`config.mk`:
```
export PLATFORM = sky130hd
export DESIGN_NAME = dual_hold_arbiter
export DESIGN_NICKNAME = d
export VERILOG_FILES = /design/src/rtl/hold_arb_pkg.sv /design/src/rtl/arb_sync.sv /design/src/rtl/arb_hold_ctrl.sv /design/src/rtl/arb_grant.sv /design/src/rtl/dual_hold_arbiter.sv
export SDC_FILE = /design/constraint.sdc
export NUM_CORES = 1
export LEC_CHECK = 0
export BUFFER_PORTS_ARGS = -buffer_cell sky130_fd_sc_hd__buf_4
export CAP_MARGIN = 20
export CELL_PAD_IN_SITES_DETAIL_PLACEMENT = 0
export CELL_PAD_IN_SITES_GLOBAL_PLACEMENT = 1
export CORE_AREA = 2 2 39 41
export CTS_BUF_LIST = sky130_fd_sc_hd__clkbuf_8
export DETAILED_ROUTE_END_ITERATION = 12
export DIE_AREA = 0 0 41 43
export HOLD_SLACK_MARGIN = 0.06
export PLACE_DENSITY = 0.44
export SLEW_MARGIN = 20
export SYNTH_ARGS = -nofsm -noshare
export SYNTH_HDL_FRONTEND = slang
export SYNTH_SLANG_ARGS = --single-unit
```
`constraint.sdc`:
```
create_clock -name clk -period 0.8 [get_ports clk]
set_input_delay 0.12 -clock clk [delete_from_list [all_inputs] [get_ports clk]]
set_output_delay 0.12 -clock clk [all_outputs]
set_load 0.1 [all_outputs]
```
`src/rtl/hold_arb_pkg.sv`:
```
package hold_arb_pkg;

    typedef struct packed {
        logic req;
        logic ack_a;
        logic ack_b;
    } sync_in_t;

    typedef struct packed {
        logic a;
        logic b;
    } hold_pair_t;

    localparam int SYNC_W = $bits(sync_in_t);

    // Holds applied when no external master wants the bus.
    function automatic hold_pair_t idle_holds(input logic sel);
        hold_pair_t h;
        h.a = sel;
        h.b = ~sel;
        return h;
    endfunction

    function automatic hold_pair_t quiesce_all();
        hold_pair_t h;
        h.a = 1'b1;
        h.b = 1'b1;
        return h;
    endfunction

endpackage

```
`src/rtl/arb_sync.sv`:
```
module arb_sync #(
    parameter int WIDTH  = 3,
    parameter int STAGES = 2
) (
    input  logic             clk,
    input  logic             rst,
    input  logic [WIDTH-1:0] din,
    output logic [WIDTH-1:0] dout
);
    logic [WIDTH-1:0] stage [STAGES];

    always_ff @(posedge clk) begin
        if (rst) stage[0] <= '0;
        else     stage[0] <= din;
    end

    for (genvar i = 1; i < STAGES; i++) begin : g_chain
        always_ff @(posedge clk) begin
            if (rst) stage[i] <= '0;
            else     stage[i] <= stage[i-1];
        end
    end

    assign dout = stage[STAGES-1];
endmodule

```
`src/rtl/arb_hold_ctrl.sv`:
```
module arb_hold_ctrl
    import hold_arb_pkg::*;
(
    input  logic       clk,
    input  logic       rst,
    input  logic       sel,
    input  logic       req_s,
    output hold_pair_t hold
);
    hold_pair_t hold_nx;

    always_comb begin
        if (req_s) hold_nx = quiesce_all();
        else       hold_nx = idle_holds(sel);
    end

    always_ff @(posedge clk) begin
        if (rst) hold <= idle_holds(sel);
        else     hold <= hold_nx;
    end


    hold_both_chk: assert property (@(posedge clk) disable iff (rst)
        req_s |=> (hold.a && hold.b));


    idle_sel_chk: assert property (@(posedge clk) disable iff (rst)
        !req_s |=> (hold.a == $past(sel)) && (hold.b != $past(sel)));


    release_chk: assert property (@(posedge clk) disable iff (rst)
        $fell(req_s) |=> (hold.a != hold.b));
endmodule

```
`src/rtl/arb_grant.sv`:
```
module arb_grant
    import hold_arb_pkg::*;
(
    input  sync_in_t   in_s,
    input  hold_pair_t hold,
    output logic       grant
);
    logic both_ack;

    assign both_ack = in_s.ack_a & in_s.ack_b;
    assign grant    = in_s.req & both_ack & hold.a & hold.b;
endmodule

```
`src/rtl/dual_hold_arbiter.sv`:
```
module dual_hold_arbiter
    import hold_arb_pkg::*;
#(
    parameter int SYNC_STAGES = 2
) (
    input  logic clk,
    input  logic rst,
    input  logic cpu_sel,
    input  logic ext_hold_req,
    input  logic ack_a,
    input  logic ack_b,
    output logic hold_a,
    output logic hold_b,
    output logic bus_hold_ack
);
    sync_in_t   raw_in;
    sync_in_t   in_s;
    hold_pair_t hold;
    logic       grant;

    assign raw_in = '{req: ext_hold_req, ack_a: ack_a, ack_b: ack_b};

    arb_sync #(.WIDTH(SYNC_W), .STAGES(SYNC_STAGES)) u_sync (
        .clk  (clk),
        .rst  (rst),
        .din  (raw_in),
        .dout (in_s)
    );

    arb_hold_ctrl u_hold (
        .clk   (clk),
        .rst   (rst),
        .sel   (cpu_sel),
        .req_s (in_s.req),
        .hold  (hold)
    );

    arb_grant u_grant (
        .in_s  (in_s),
        .hold  (hold),
        .grant (grant)
    );

    assign hold_a       = hold.a;
    assign hold_b       = hold.b;
    assign bus_hold_ack = grant;


    grant_needs_req_chk: assert property (@(posedge clk) disable iff (rst)
        bus_hold_ack |-> (in_s.req && hold_a && hold_b));


    ack_drop_chk: assert property (@(posedge clk) disable iff (rst)
        (in_s.req && !(in_s.ack_a && in_s.ack_b)) |-> !bus_hold_ack);


    single_ack_chk: assert property (@(posedge clk) disable iff (rst)
        (in_s.ack_a != in_s.ack_b) |-> !bus_hold_ack);
endmodule

```
Word-level counts from Yosys, hierarchy flattened
Memories as Yosys holds them, arrays and structs flattened. Index checks and enable logic that the tools add are counted.

Bits in writable memories: 6. Bits of input ports: 6. Output and inout bits: 3. Bits in registers: 2. Memories kept: 1.

Memories: u_sync.stage (words 2, bits a word 3, rd ports 2, clocked after Yosys merged registers in 0, write ports 2, line arb_sync.sv:10) `logic [WIDTH-1:0] stage [STAGES];`.

Multiplexer cells: 7. Bitwise logic cells: 7.

Operators with widths (number): $mux W3 (2); $and A1 B1 Y1 (4); $mux W2 (2); $mux W1 (3); $or A1 B1 Y1 (2); $not A1 Y1 (1).

Logic depth before layout (Yosys ltp)
Depth in word-level cells: 4. Depth in mapped cells: 2.

By module
From an unflattened synthesis, not the netlist that was laid out.

Cells, all modules: 20. Area, all modules: 239.0 um2.

By module, submodules not included: arb_sync (area an instance 157.7 um2, cells an instance 12, seq. area each 120.1 um2, times used 1); arb_hold_ctrl (area an instance 68.8 um2, cells an instance 5, seq. area each 40.0 um2, times used 1); arb_grant (area an instance 12.5 um2, cells an instance 3, seq. area each 0.0 um2, times used 1).

Least setup slack after synthesis
No wires, ideal clock.

Path kind: flip-flop to output port. From: reg u_hold.hold[0] (netlist name). To: out bus_hold_ack. Cell stages (with the launch flop): 3. Arrival time: 2.369 ns. Slack: -1.689 ns. Cell sequence: dfxtp_1 > nand3_1 > nor2_1.

Longest elaborated chain between the ends: 1.

RTL lines: $and A1 B1 Y1 (line arb_grant.sv:11) `assign grant = in_s.req & both_ack & hold.a & hold.b;`; to (decl) (line dual_hold_arbiter.sv:14) `output logic bus_hold_ack`.

No other way between the ends.

Worst setup path in the final report
From: reg u_hold.hold[1] (netlist name). To: out bus_hold_ack.

Longest elaborated chain between the ends: 2.

RTL lines (line): $and A1 B1 Y1 (2 in a row) (arb_grant.sv:11).

No other way between the ends.

==> impl_metrics.ini <==
[global_routing]
met1_usage_pct = 5.84
grt.overflow.total = 0
grt_use_met3_pct = 9.42
met2_usage_pct = 8.13
grt_pass1_wl_um = 641
antenna_found_initial = 0
grt_use_total_pct = 6.24
grt_pass1_vias = 167
grt_start_max_net_pins = 8
grt.busiest_layer = met3

[logic_synthesis]
synth.net_count = 26
synth_cells = 20
ys_warn_count = 0
syn_avg_cell_area_um2 = 11.5
syn_area_um2 = 230
yosysSeqAreaShare_pct = 69.6
synth_seq_cells = 8
ys_types = 7

[critical_path]
crit_required_ns = 0.68
crit_path_end_kind = output port
cp-start-kind = register
cpPeakStageDelay_ns = 0.36
cp.arrival_ns = 0.93
cpMaxStageDelayCell = dfxtp_4
worstPathCellList = nand3_4, nor2_4, buf_12
critical_path_class = reg2out
cp_max_fo = 2

[outcome]
violations = negative setup slack
status = finished with violations

[cells_and_area]
antennaDiodeCount = 0
nets = 41
areaGrowthSynthToFinish_pct = 88.6
fin_area_um2 = 434
drive_gt1_share_pct = 57.6
nFillCells = 140

[pwr]
ir_drop_mv = 1.49
power_density_mw_per_mm2 = 2350
total_power_uw = 1020
power.leakage_uw = 0.000183

[floorplanning]
die_y_um = 43
die_area_mm2 = 0.00176
num_rows = 14
core_mm2 = 0.00138
ios = 9
start_util_pct = 16.6
dieWidth_um = 41

[sta]
min_period_ns = 1.05
setup_viol = 3
slew_headroom_pct = 94.0
finClkSkew_ns = 0.00150
finalCritPeriodShare_pct = 131
worst_pin_slew_ns = 0.0899
fin_ws_ns = -0.247
fmax_mhz = 955
rsz0062_at_grt = yes
hold_violations = 0
whs_ns = 0.0927
maxSlewViolCount = 0

[min_path]
hp-class = in2reg

[clocking]
clkLatencyLatePin_ns = 0.22
clock_path_buffers = 2
ctsRootBufferMaster = clkbuf_8
cts_tree = built
cts-htree-levels = 1
cts_sinks = 8
cts_made_buffers = 3
clkTransAtPathRegs_ns = 0.04

[run]
cap_viol_max_count = 0

[drt]
drtPass1Iterations = 3
drt_iter0_markers = 4
drc_errors = 0
ant_nets = 0
num_vias = 163
routed_wl_um = 363
wire_per_inst_um = 7.41
vias_per_cell = 3.33

[place]
place_area_um2 = 330
gp_congestion = 0.535
port_buffers = 8
## stage by stage
step | util [%] | cells | setup WS (ns) | TNS, ns
after floorplan | - | 20 | -0.483 | -0.483
after global routing | 31.4 | 49 | -0.277 | -0.596
final | 31.4 | 49 | -0.247 | -0.520
after detailed placement | 23.9 | 44 | -0.131 | -0.131
after global placement | 23.9 | 44 | -0.120 | -0.120
after CTS | 31.1 | 49 | -0.252 | -0.535
## worst paths after layout
path / cells past startpoint / end / startpoint / slack [ns]
setup reg to reg: 2 / u_hold.hold[1]$_DFF_P_ / u_sync.stage[1][2]$_SDFF_PP0_ / 0.22
hold reg to reg: 1 / u_sync.stage[1][2]$_SDFF_PP0_ / u_sync.stage[0][2]$_SDFF_PP0_ / 0.43
hold / removal: 2 / u_hold.hold[1]$_DFF_P_ / cpu_sel / 0.09
setup / recovery: 3 / bus_hold_ack / u_hold.hold[1]$_DFF_P_ / -0.25
## cells by family (layout without fill, tap and decap cells)
kind of cell	count (synthesis)	count (layout)	share of synthesized area, %
buffers and inverters	0	13	0
DFF	8	8	69.6
and+or+nand+nor	12	12	30.4
## sequential cells by signal, indices dropped and copies added, names as in the netlist
signal,flops
u_hold.hold,2
u_sync.stage,6
## placed cells by master, fill, tap and decap left out
cell / n
and2b_1: 3
nand3_4: 1
nand2_1: 1
nor2b_1: 3
nand2b_1: 2
dfxtp_1: 4
dlygate4sd3_1: 1
buf_8: 1
nor2_4: 1
buf_12: 2
dfxtp_2: 2
nand2_2: 1
buf_4: 6
dfxtp_4: 2
clkbuf_8: 3
## cells in the mapped netlist, drive strengths merged
library cell | count | share of area [%]
dfxtp | 8 | 70
nor2 | 1 | 1.6
nand3 | 1 | 2.2
nand2b | 2 | 5.4
nand2 | 2 | 3.3
nor2b | 3 | 8.2
and2b | 3 | 9.8
## worst max-delay path: cells and delay by family, from the launching register on
family	cells	cell delay, ns
buffers and inverters	1	0.18
and+or+nand+nor	2	0.17
DFF	1	0.36
## what timing repair did
| action | 4_1_cts | 5_1_grt |
|---|---|---|
| endpoints found under the hold margin | 1 | 0 |
| buffers inserted | 1 | 0 |
| pin swaps | 1 | 0 |
| resized for setup | 10 | 2 |
| hold buffers | 1 | 0 |
| endpoints found under the setup margin | 3 | 3 |
## metal layers
layer / routed length, um / part of all wire (%)
met1: 148 / 41
met2: 175 / 48
met3: 39 / 11
met4: 0 / 0
met5: 0 / 0
## layout make-up
class,instances,area (um2),area share (%)
timing repair buffer,10,110,25.4
clock buffer,3,41.3,9.51
sequential,8,170,39.2
tap,16,20.0,4.61
multi-input combinational,12,92.6,21.3
## report_power, final
part / internal (uW) / leakage, uW / switching (uW)
Sequential: 420 / 0.0000679 / 12.4
Combinational: 55.2 / 0.0000930 / 63.3
Clock: 325 / 0.0000216 / 143
Total: 800 / 0.000183 / 219
(Power assumes the default switching activity.)
